`config.mk`:
```
export PLATFORM = sky130hd
export DESIGN_NAME = ctr_timer16
export DESIGN_NICKNAME = d
export VERILOG_FILES = /design/src/rtl/ctr_timer16.sv
export SDC_FILE = /design/constraint.sdc
export NUM_CORES = 1
export LEC_CHECK = 0
export ABC_AREA = 1
export BUFFER_PORTS_ARGS = -buffer_cell sky130_fd_sc_hd__buf_2
export CORE_UTILIZATION = 52
export DETAILED_ROUTE_END_ITERATION = 10
export PLACE_DENSITY = 0.8
export SLEW_MARGIN = 20
export SYNTH_ARGS = -nofsm -noshare
export SYNTH_HDL_FRONTEND = slang
export SYNTH_SLANG_ARGS = --single-unit
```
`constraint.sdc`:
```
create_clock -name clk -period 4.7 [get_ports clk]
set_input_delay 1.175 -clock clk [delete_from_list [all_inputs] [get_ports clk]]
set_output_delay 1.175 -clock clk [all_outputs]
set_load 0.02 [all_outputs]
```
`src/rtl/ctr_timer16.sv`:
```
module ctr_timer16 #(
  parameter int PRESCALE = 16
) (
  input  logic       clk,
  input  logic       rst_n,
  input  logic [3:0] addr,
  input  logic       wr_en,
  input  logic       rd_en,
  input  logic [7:0] wdata,
  output logic [7:0] rdata,
  input  logic       ext_in,
  input  logic       xtal_en,
  input  logic       tx1_en,
  input  logic       tx2_en,
  output logic       irq,
  output logic       sqw_out
);
  localparam int PW = $clog2(PRESCALE);
  localparam logic [PW-1:0] DIV_TOP = PW'(PRESCALE - 1);
  localparam logic [3:0] A_HI = 4'd0, A_LO = 4'd1, A_MODE = 4'd2, A_IRQ = 4'd3,
                         A_START = 4'd4, A_STOP = 4'd5;

  logic [15:0] preset, cnt;
  logic [7:0]  lo_hold, mode_reg, mask_reg, status;
  logic [2:0]  mode, ext_sync;
  logic [PW-1:0] xdiv, ediv;
  logic run, ready, sqw;
  logic ext_tick, x16_tick, e16_tick, tick, start_rd, stop_rd;

  assign mode     = mode_reg[2:0];
  assign start_rd = rd_en && addr == A_START;
  assign stop_rd  = rd_en && addr == A_STOP;
  assign ext_tick = ext_sync[1] & ~ext_sync[2];
  assign x16_tick = xtal_en && xdiv == DIV_TOP;
  assign e16_tick = ext_tick && ediv == DIV_TOP;
  assign status   = {4'b0, ready, 3'b0};
  assign irq      = |(status & mask_reg);
  assign sqw_out  = sqw;

  always_comb begin
    case (mode)
      3'd0, 3'd4: tick = ext_tick;
      3'd1:       tick = tx1_en;
      3'd2:       tick = tx2_en;
      3'd5:       tick = e16_tick;
      3'd6:       tick = xtal_en;
      default:    tick = x16_tick;
    endcase
  end

  always_comb begin
    case (addr)
      A_HI:    rdata = cnt[15:8];
      A_LO:    rdata = lo_hold;
      A_MODE:  rdata = mode_reg;
      A_IRQ:   rdata = status;
      default: rdata = 8'h00;
    endcase
  end

  always_ff @(posedge clk) begin
    if (!rst_n) begin
      ext_sync <= '0;
      xdiv     <= '0;
      ediv     <= '0;
    end else begin
      ext_sync <= {ext_sync[1:0], ext_in};
      if (start_rd) begin
        xdiv <= '0;
        ediv <= '0;
      end else begin
        if (xtal_en)  xdiv <= (xdiv == DIV_TOP) ? '0 : xdiv + 1'b1;
        if (ext_tick) ediv <= (ediv == DIV_TOP) ? '0 : ediv + 1'b1;
      end
    end
  end

  always_ff @(posedge clk) begin
    if (!rst_n) begin
      preset   <= '0;
      cnt      <= '0;
      lo_hold  <= '0;
      mode_reg <= '0;
      mask_reg <= '0;
      run      <= 1'b0;
      ready    <= 1'b0;
      sqw      <= 1'b0;
    end else begin
      if (wr_en) begin
        case (addr)
          A_HI:    preset[15:8] <= wdata;
          A_LO:    preset[7:0]  <= wdata;
          A_MODE:  mode_reg     <= wdata;
          A_IRQ:   mask_reg     <= wdata;
          default: ;
        endcase
      end
      if (rd_en && addr == A_HI) lo_hold <= cnt[7:0];
      if (start_rd) begin
        cnt   <= preset;
        run   <= 1'b1;
        ready <= 1'b0;
        sqw   <= 1'b1;
      end else if (stop_rd) begin
        run   <= 1'b0;
        ready <= 1'b0;
      end else if (run && tick) begin
        if (!mode[2]) begin
          cnt <= cnt - 16'd1;
          if (cnt == 16'd1) ready <= 1'b1;
        end else if (cnt <= 16'd1) begin
          cnt <= preset;
          sqw <= ~sqw;
          if (!sqw) ready <= 1'b1;
        end else begin
          cnt <= cnt - 16'd1;
        end
      end
    end
  end
endmodule

```
==> run_results.csv, run 1 <==
group,metric,value,unit
outcome,status,"finished, final reports clean",
worst_setup_path,worstSetupStartpointType,"input port",
cts,cts_tree,"yes",
worst_setup_path,crit_required,3520,ps
worst_setup_path,crit_path_end_kind,"output pin",
timing,timing.final.crit_period,3620,ps
drt,drc,0,
finish,nNetsFinal,516,
drt,avgRoutedWirePerCell,13.6,um
timing,setup_viol,0,
floorplanning,core,0.00596,mm^2
timing,period_share,77.0,%
timing,fmaxAchievable,276,MHz
cts,numCtsBuffers,9,
worst_setup_path,r2r_slack,2690,ps
finish,final_design_area_no_fill,0.00357,mm^2
global_route,global_route.usage.total,25.4,%
timing,rsz0062_at_grt,"no",
finish,final_common_cell,"nand2_1",
min_path,min_to,"ext_sync[1]$_SDFF_PN0_",
drt,viasPerCell,5.26,
timing,slew_violations,0,
yosys,synth_area_leaders,"dfxtp_1, nand2_1, nor2_1",
drt,drtPass1Iterations,5,
yosys,synth_warnings,0,
cts,cts_root_buf,"clkbuf_8",
worst_setup_path,crit_type,"input port to output pin",
global_route,antenna_found_initial,0,
floorplanning,pin_count,30,
drt,drt-initial-drc-count,262,
yosys,synth_largest_area_cell,"dfxtp_1",
placement,numPortBuffers,29,
min_path,hold_path_startpoint,"ext_sync[0]$_SDFF_PN0_",
floorplanning,core.rowCount,28,
finish,drive_above_1_share,14.5,%
yosys,synth-async-reset-ratio,0,%
job,max_cap_violations,0,
yosys,syn_inst,466,
global_route,grt_start_max_net_pins,44,
cts,cts_sinks,63,
worst_setup_path,cp_max_fo,9,
drt,wl,7.77,mm
yosys,syn_area_per_cell,6.91,um^2
yosys,synth_top_flop_cell,"dfxtp_1",
finish,reg_top3,"cnt: 16 flops, preset: 16 flops",
yosys,ys_seq_elements,63,
worst_setup_path,critical_path_arrival,2440,ps
timing,fin_skew,7.10,ps
timing,relSlewSlack,53.9,%
timing,tightest_slew,691,ps
yosys,synth_top_cell_area_share,39.2,%
placement,finalWeightedCongestion,0.948,
min_path,min_path_type,"register to register",
yosys,syn-num-nets,490,
global_route,grt_remaining_overflow,0,
yosys,synth_edf_count,0,
pwr,p_per_area,333,mW/mm^2
yosys,yosysSeqAreaShare,39.2,%
timing,tns,0,ps
cts,clk_latency,340,ps
cts,cts_buffer_depth,2,
cts,h-tree-depth,3,
worst_setup_path,rr_startpoint,"ediv[0]$_SDFFE_PP0P_",
finish,final_cell_mix,"nand2_1, dfxtp_1, nor2_1",
yosys,synth_cell_types,29,
cts,postCtsSetupBuffers,0,
pwr,p_leak,1.53,nW
global_route,first_global_vias,2650,
placement,place_area,0.00337,mm^2
timing,hold_violations,0,
floorplanning,die_h,80.7,um
finish,area_growth,11.1,%
worst_setup_path,r2r_cells,11,
floorplanning,die_area,0.00651,mm^2
min_path,hold_depth,2,
yosys,syn_area,0.00322,mm^2
worst_setup_path,r2r_end,"cnt[2]$_SDFFE_PN0P_",
finish,diodes,0,
cts,hold_buffers,0,
floorplanning,initial_core_util,54.0,%
global_route,grt_pass1_wl,12.3,mm
floorplanning,die_w,80.7,um
pwr,ir_drop,0.248,mV
cts,cts.clk_slew.worst_paths,70,ps
drt,ant_nets,0,
finish,utilization,60.0,%
drt,via_count,3011,
placement,dp_hpwl,5.55,mm
cts,cts_resized,0,
## layout make-up
class                           instances  area, um^2
Tap cell                               75        93.8
Clock inverter                          3        40.0
Fill cell                             557        2380
Sequential cell                        63        1260
Timing Repair Buffer                   31         160
Clock buffer                           13         169
Multi-Input combinational cell        324        1610
Inverter                               63         236
## how the worst max path moves through the flow
stage                       start  endpoint  slack, ps  cells after the start
after floorplan           addr[3]  rdata[0]       1310                      5
after global placement    addr[3]  rdata[4]       1150                      8
after detailed placement  addr[3]  rdata[4]       1120                      8
after CTS                 addr[3]  rdata[4]       1100                      8
after global routing      addr[3]  rdata[4]        980                      8
final                     addr[3]  rdata[4]       1080                      8
## logic make-up (layout without fill, tap and decap cells)
| family | Yosys count | count (layout) | synth area share (%) |
|---|---|---|---|
| flip-flops | 63 | 63 | 39.2 |
| XOR/XNOR | 14 | 14 | 3.81 |
| AO/OA/AOI/OAI | 98 | 98 | 16.8 |
| AND/OR/NAND/NOR | 208 | 208 | 28.0 |
| adder cells (fa/ha/maj) | 4 | 4 | 1.56 |
| buffers and inverters | 79 | 110 | 10.7 |
## cells in the mapped netlist (all sizes together) (4+ instances only)
library cell and count:
nand2 101, nor2 65, dfxtp 63, inv 63, a21oi 44, o21ai 44
nand3 25, nand4 12, buf 10, xor2 10, o221ai 7, clkbuf 6
nor3 5, ha 4, xnor2 4
## layer usage
metal | up-vias | GRT usage (%) | wire length [um]
li1 | 1559 | - | -
met3 | 13 | 5.80 | 400
met4 | 0 | 12.9 | 129
met2 | 68 | 39.4 | 3710
met5 | - | 0 | 0
met1 | 1371 | 32.7 | 3530
## where the power goes
part           leakage (nW)  total (mW)  internal, mW  switching [mW]
combinational         0.914       0.142        0.0497          0.0927
sequential            0.510       0.556         0.547         0.00895
clock                 0.109       0.492         0.287           0.205
## metrics by stage
step,worst slack [ps],instances,hold slack [ps],power (mW)
global placement,1150,556,393,0.703
floorplan,1310,466,390,0.672
finish,1080,572,419,1.19
CTS,1100,572,422,1.19
detailed placement,1120,556,405,0.707
global route,985,572,443,1.24
## worst max-delay path, stage by stage
cell and delay (ps):
buf_2 110, nor2_2 180, inv_1 90, nor2_2 100, buf_4 170, inv_1 170
o221ai_1 240, buf_2 210
(Power assumes the default switching activity.)
==> run 2, diff against run 1 <==
--- a/config.mk
+++ b/config.mk
@@ -5,7 +5,7 @@
 export SDC_FILE = /design/constraint.sdc
 export NUM_CORES = 1
 export LEC_CHECK = 0
-export ABC_AREA = 1
+export ABC_AREA = 0
 export BUFFER_PORTS_ARGS = -buffer_cell sky130_fd_sc_hd__buf_2
 export CORE_UTILIZATION = 52
 export DETAILED_ROUTE_END_ITERATION = 10
==> constraint.sdc (replaced) <==
create_clock -name clk -period 3.7 [get_ports clk]
set_input_delay 0.925 -clock clk [delete_from_list [all_inputs] [get_ports clk]]
set_output_delay 0.925 -clock clk [all_outputs]
set_load 0.02 [all_outputs]
==> run_results.csv, run 2 <==
group,metric,value,unit
placement,dp_hpwl,5.28,mm
floorplanning,die_area,0.00635,mm^2
pwr,combPwrFrac,10.8,%
pwr,power.share.clock,43.1,%
timing,relSlewSlack,43.5,%
min_path,min_to,"ext_sync[1]$_SDFF_PN0_",
finish,nFillCells,485,
timing,holdWs,432,ps
finish,final_cell_mix,"nor2_1, dfxtp_1, mux2i_1",
worst_setup_path,r2r_end,"cnt[15]$_SDFFE_PN0P_",
cts,cts.clk_slew.worst_paths,60,ps
drt,drc,0,
cts,cts_sinks,63,
yosys,synth_area_leaders,"dfxtp_1, mux2i_1, nor2_1",
timing,tightest_slew,846,ps
finish,nNetsFinal,418,
worst_setup_path,r2r_slack,1220,ps
timing,timing.final.crit_period,3040,ps
timing,tns,0,ps
pwr,ir_drop,0.285,mV
floorplanning,core.rowCount,27,
job,max_cap_violations,0,
floorplanning,initial_core_util,55.3,%
finish,drive_above_1_share,14.3,%
worst_setup_path,worstSetupStartpointType,"input port",
cts,cts_buffer_depth,2,
worst_setup_path,cp_max_fo,12,
yosys,synth-async-reset-ratio,0,%
timing,setup_viol,0,
yosys,syn_inst,373,
pwr,p_switching,0.376,mW
placement,numPortBuffers,29,
global_route,global_route.usage.total,26.7,%
drt,ant_nets,0,
worst_setup_path,crit_required,2770,ps
yosys,synth_largest_area_cell,"dfxtp_1",
pwr,p_int,1.16,mW
yosys,synth_cell_types,47,
floorplanning,die_w,79.7,um
yosys,syn_area,0.00314,mm^2
cts,postCtsSetupBuffers,0,
floorplanning,pin_count,30,
min_path,hold_path_startpoint,"ext_sync[0]$_SDFF_PN0_",
yosys,synth_edf_count,0,
timing,fmaxAchievable,328,MHz
floorplanning,die_h,79.7,um
pwr,power,1.54,mW
min_path,min_path_type,"register to register",
drt,wl,7.73,mm
timing,period_share,82.3,%
yosys,synth_warnings,0,
outcome,status,"finished, final reports clean",
finish,final_cells,471,
worst_setup_path,crit_type,"input port to output pin",
finish,diodes,0,
finish,final_common_cell,"nor2_1",
worst_setup_path,crit_path_end_kind,"output pin",
min_path,hold_depth,1,
yosys,syn-num-nets,397,
yosys,yosysMostFrequentCell,"nor2_1",
drt,drt-initial-drc-count,261,
yosys,synth_top_flop_cell,"dfxtp_1",
yosys,yosysSeqAreaShare,40.2,%
finish,area_growth,12.7,%
drt,viasPerCell,6.11,
timing,hold_violations,0,
drt,via_count,2877,
yosys,syn_area_per_cell,8.41,um^2
global_route,grt_start_max_net_pins,33,
global_route,antenna_found_initial,0,
global_route,first_global_vias,2669,
worst_setup_path,critical_path_arrival,2120,ps
yosys,ys_top_cells_by_count,"nor2_1, dfxtp_1, mux2i_1",
cts,cts_resized,0,
drt,avgRoutedWirePerCell,16.4,um
cts,numCtsBuffers,9,
yosys,ys_seq_elements,63,
drt,drtPass1Iterations,5,
pwr,switching_share,24.5,%
worst_setup_path,r2r_cells,7,
pwr,p_per_area,434,mW/mm^2
cts,hold_buffers,0,
timing,rsz0062_at_grt,"no",
pwr,p_leak,1.60,nW
yosys,synth_top_cell_area_share,40.2,%
pwr,sequentialPowerShare,46.0,%
placement,dp.cells,455,
global_route,grt_pass1_wl,12.7,mm
global_route,grt_remaining_overflow,0,
worst_setup_path,rr_startpoint,"cnt[8]$_SDFFE_PN0P_",
timing,fin_skew,7.65,ps
cts,cts_root_buf,"clkbuf_8",
timing,slew_violations,0,
cts,h-tree-depth,3,
finish,utilization,62.3,%
floorplanning,core,0.00568,mm^2
cts,cts_tree,"yes",
placement,finalWeightedCongestion,0.877,
finish,reg_top3,"cnt: 16 flops, preset: 16 flops",
cts,clk_latency,340,ps
[run 2: cell count changes after synthesis, moves of 8 or more]
cell,change
clkbuf_1,+9
inv_1,-52
mux2i_1,+40
nand2_1,-63
nand2_2,-8
nand3_1,-14
nor2_1,+10
o21ai_0,-22
o21ai_1,-15
[run 2: logic make-up (layout without fill, tap and decap cells)]
group                    count (synthesis)  after routing  share of synthesized area [%]
adder cells (fa/ha/maj)                  4              4                           1.60
XOR/XNOR                                 5              5                           1.40
AO/OA/AOI/OAI                           73             73                           14.7
multiplexers                            41             41                           13.5
buffers and inverters                   26             52                           3.63
flip-flops                              63             63                           40.2
AND/OR/NAND/NOR                        161            161                           25.0
[run 2: cell type report]
class | instances | area (um^2) | area share (%)
clock buffer | 14 | 193 | 5.45
clock inverter | 2 | 35.0 | 0.991
inverter | 4 | 15.0 | 0.425
multi-input combinational | 284 | 1760 | 49.8
sequential | 63 | 1260 | 35.7
tap | 72 | 90.1 | 2.55
timing repair buffer | 32 | 180 | 5.10
[run 2: worst max-delay path, stage by stage]
cell and delay (ps):
buf_2 220, nor2b_1 540, a21oi_1 160, nor2_1 110, buf_2 170
[run 2: worst max-delay path by stage]
stage	to	slack, ps	from
after floorplan	rdata[3]	810	addr[0]
after global placement	rdata[6]	690	addr[0]
after detailed placement	rdata[2]	660	addr[0]
after CTS	rdata[2]	660	addr[0]
after global routing	rdata[2]	530	addr[0]
final	rdata[2]	660	addr[0]
[run 2: layer usage]
metal / share of wire [%] / global-route usage (%)
met1: 45 / 35.2
met2: 45 / 40.5
met3: 7.2 / 5.49
met4: 2.4 / 14.4
met5: 0 / 0
[run 2: per-stage QoR]
| stage | instance area [um^2] | setup WS [ps] |
|---|---|---|
| 5_1_grt | 3540 | 531 |
| 2_1_floorplan | 3140 | 806 |
| 4_1_cts | 3540 | 663 |
| 6_report | 3540 | 655 |
| 3_3_place_gp | 3310 | 688 |
| 3_5_place_dp | 3310 | 662 |
[run 2: power groups by stage]
stage | clock network, mW | logic, mW | registers [mW]
after floorplan | 0 | 0.122 | 0.716
after global placement | 0 | 0.157 | 0.721
after detailed placement | 0 | 0.162 | 0.721
after CTS | 0.670 | 0.164 | 0.706
after global routing | 0.701 | 0.186 | 0.708
final | 0.662 | 0.166 | 0.707
==> run 3, diff against run 2 <==
--- a/config.mk
+++ b/config.mk
@@ -9,7 +9,7 @@
 export BUFFER_PORTS_ARGS = -buffer_cell sky130_fd_sc_hd__buf_2
 export CORE_UTILIZATION = 52
 export DETAILED_ROUTE_END_ITERATION = 10
-export PLACE_DENSITY = 0.8
+export PLACE_DENSITY = 0.83
 export SLEW_MARGIN = 20
 export SYNTH_ARGS = -nofsm -noshare
 export SYNTH_HDL_FRONTEND = slang
==> constraint.sdc (replaced) <==
create_clock -name clk -period 2.64 [get_ports clk]
set_input_delay 0.66 -clock clk [delete_from_list [all_inputs] [get_ports clk]]
set_output_delay 0.66 -clock clk [all_outputs]
set_load 0.02 [all_outputs]
==> run_results.csv, run 3 (synthesized netlist as in run 2, its figures left out) <==
group,metric,value,unit
outcome,status,"finished, final reports clean",
finish,final_cells,482,
worst_setup_path,cp_slowest_cell,"nor2b_1",
worst_setup_path,crit_type,"input port to output pin",
drt,via_count,2830,
finish,area_growth,16.2,%
pwr,p_per_area,617,mW/mm^2
drt,maxUsedRoutingLayer,"met4",
cts,cts_sinks,63,
drt,avgRoutedWirePerCell,15.3,um
floorplanning,initial_core_util,55.3,%
floorplanning,core.rowCount,27,
finish,final_common_cell,"nor2_1",
pwr,power,2.25,mW
cts,cts_resized,0,
timing,rsz0062_at_grt,"no",
timing,relSlewSlack,64.0,%
global_route,antenna_found_initial,0,
timing,slew_violations,0,
finish,final_design_area_no_fill,0.00364,mm^2
drt,dr_wl_met3,490,um
finish,drive_above_1_share,16.6,%
worst_setup_path,critical_path_arrival,1740,ps
timing,tns,0,ps
pwr,combPwrFrac,10.6,%
timing,tightest_slew,538,ps
floorplanning,core,0.00568,mm^2
drt,wl_met2,3.36,mm
finish,final_cell_mix,"nor2_1, dfxtp_1, mux2i_1",
floorplanning,pin_count,30,
global_route,first_global_vias,2590,
drt,wl,7.36,mm
cts,postCtsSetupBuffers,0,
cts,cts_root_buf,"clkbuf_8",
drt,drt-met1-wl,3.41,mm
finish,reg_top3,"cnt: 16 flops, preset: 16 flops",
cts,numCtsBuffers,9,
global_route,global_route.usage.total,25.3,%
pwr,p_leak,1.65,nW
worst_setup_path,cp.buffers_inverters,3,
finish,nNetsFinal,429,
worst_setup_path,max_stage_delay,300,ps
pwr,sequentialPowerShare,43.9,%
cts,hold_buffers,0,
placement,place_area,0.00340,mm^2
job,max_cap_violations,0,
timing,hold_violations,0,
floorplanning,die_h,79.7,um
drt,drt-initial-drc-count,276,
placement,dp_hpwl,5.19,mm
worst_setup_path,cp_max_fo,12,
pwr,switching_share,24.7,%
cts,cts_tree,"yes",
worst_setup_path,crit_top_cell,"buf_2",
timing,timing.final.crit_period,2400,ps
drt,ant_nets,0,
pwr,p_int,1.69,mW
global_route,grt_start_max_net_pins,33,
placement,finalWeightedCongestion,0.895,
worst_setup_path,crit_chain,"buf_2 -> nor2b_1 -> buf_4 -> a21oi_1 -> nor2_1 -> buf_2",
global_route,grt_pass1_wl,12.2,mm
cts,h-tree-depth,3,
global_route,grt_remaining_overflow,0,
timing,period_share,90.8,%
timing,fmaxAchievable,417,MHz
worst_setup_path,critPathTopFamily,"buffers and inverters",
placement,dp.cells,466,
drt,viasPerCell,5.87,
cts,clk_latency,350,ps
pwr,power.share.clock,45.5,%
drt,drc,0,
worst_setup_path,crit_required,1980,ps
worst_setup_path,worstSetupStartpointType,"input port",
floorplanning,die_area,0.00635,mm^2
worst_setup_path,crit_path_end_kind,"output pin",
pwr,p_switching,0.557,mW
floorplanning,die_w,79.7,um
finish,diodes,0,
pwr,ir_drop,0.406,mV
cts,cts_buffer_depth,2,
placement,numPortBuffers,29,
timing,fin_skew,8.82,ps
min_path,min_path_type,"register to register",
timing,setup_viol,0,
drt,drtPass1Iterations,5,
cts,cts.clk_slew.worst_paths,80,ps
-- run 3: changes by cell type in the layout (fill, tap and decap cells not counted) --
cell	delta
buf_4	+11
clkbuf_8	-5
clkinvlp_4	+3
bufinv_16	+2
clkinv_2	-1
clkinv_4	+1
o31ai_2	-1
o31ai_4	+1
-- run 3: worst paths after layout --
check	startpoint	to	slack, ps	cells after the start
setup / recovery	addr[0]	rdata[6]	240	6
hold / removal	ext_sync[0]$_SDFF_PN0_	ext_sync[1]$_SDFF_PN0_	430	1
setup reg to reg	cnt[0]$_SDFFE_PN0P_	cnt[0]$_SDFFE_PN0P_	270	7
hold reg to reg	ext_sync[0]$_SDFF_PN0_	ext_sync[1]$_SDFF_PN0_	430	1
-- run 3: stage by stage --
| step | hold WS (ps) | util (%) | worst slack, ps |
|---|---|---|---|
| after CTS | 442 | 64.2 | 239 |
| after detailed placement | 429 | 59.9 | 235 |
| after floorplan | 412 | - | 276 |
| final | 431 | 64.2 | 242 |
| after global routing | 466 | 64.2 | 80.2 |
| after global placement | 429 | 59.9 | 279 |
-- run 3: cell type report --
type / instances / area (um^2)
repair buffers: 43 / 263
well taps: 72 / 90.1
inverters: 4 / 15.0
clock inverters: 7 / 121
fillers: 451 / 2030
clock buffers: 9 / 124
multi-input cells: 284 / 1770
flip-flops and latches: 63 / 1260
-- run 3: metal layers --
| metal | vias up | global-route usage [%] |
|---|---|---|
| met3 | 11 | 6.63 |
| met1 | 1320 | 32.7 |
| met2 | 107 | 39.7 |
| li1 | 1392 | - |
| met4 | 0 | 10.2 |
| met5 | - | 0 |
-- run 3: power by group through the flow --
| stage | combinational (mW) | sequential (mW) | clock [mW] |
|---|---|---|---|
| 2_1_floorplan | 0.172 | 1.00 | 0 |
| 3_3_place_gp | 0.229 | 1.01 | 0 |
| 3_5_place_dp | 0.235 | 1.01 | 0 |
| 4_1_cts | 0.236 | 0.988 | 1.03 |
| 5_1_grt | 0.265 | 0.990 | 1.08 |
| 6_report | 0.238 | 0.988 | 1.02 |
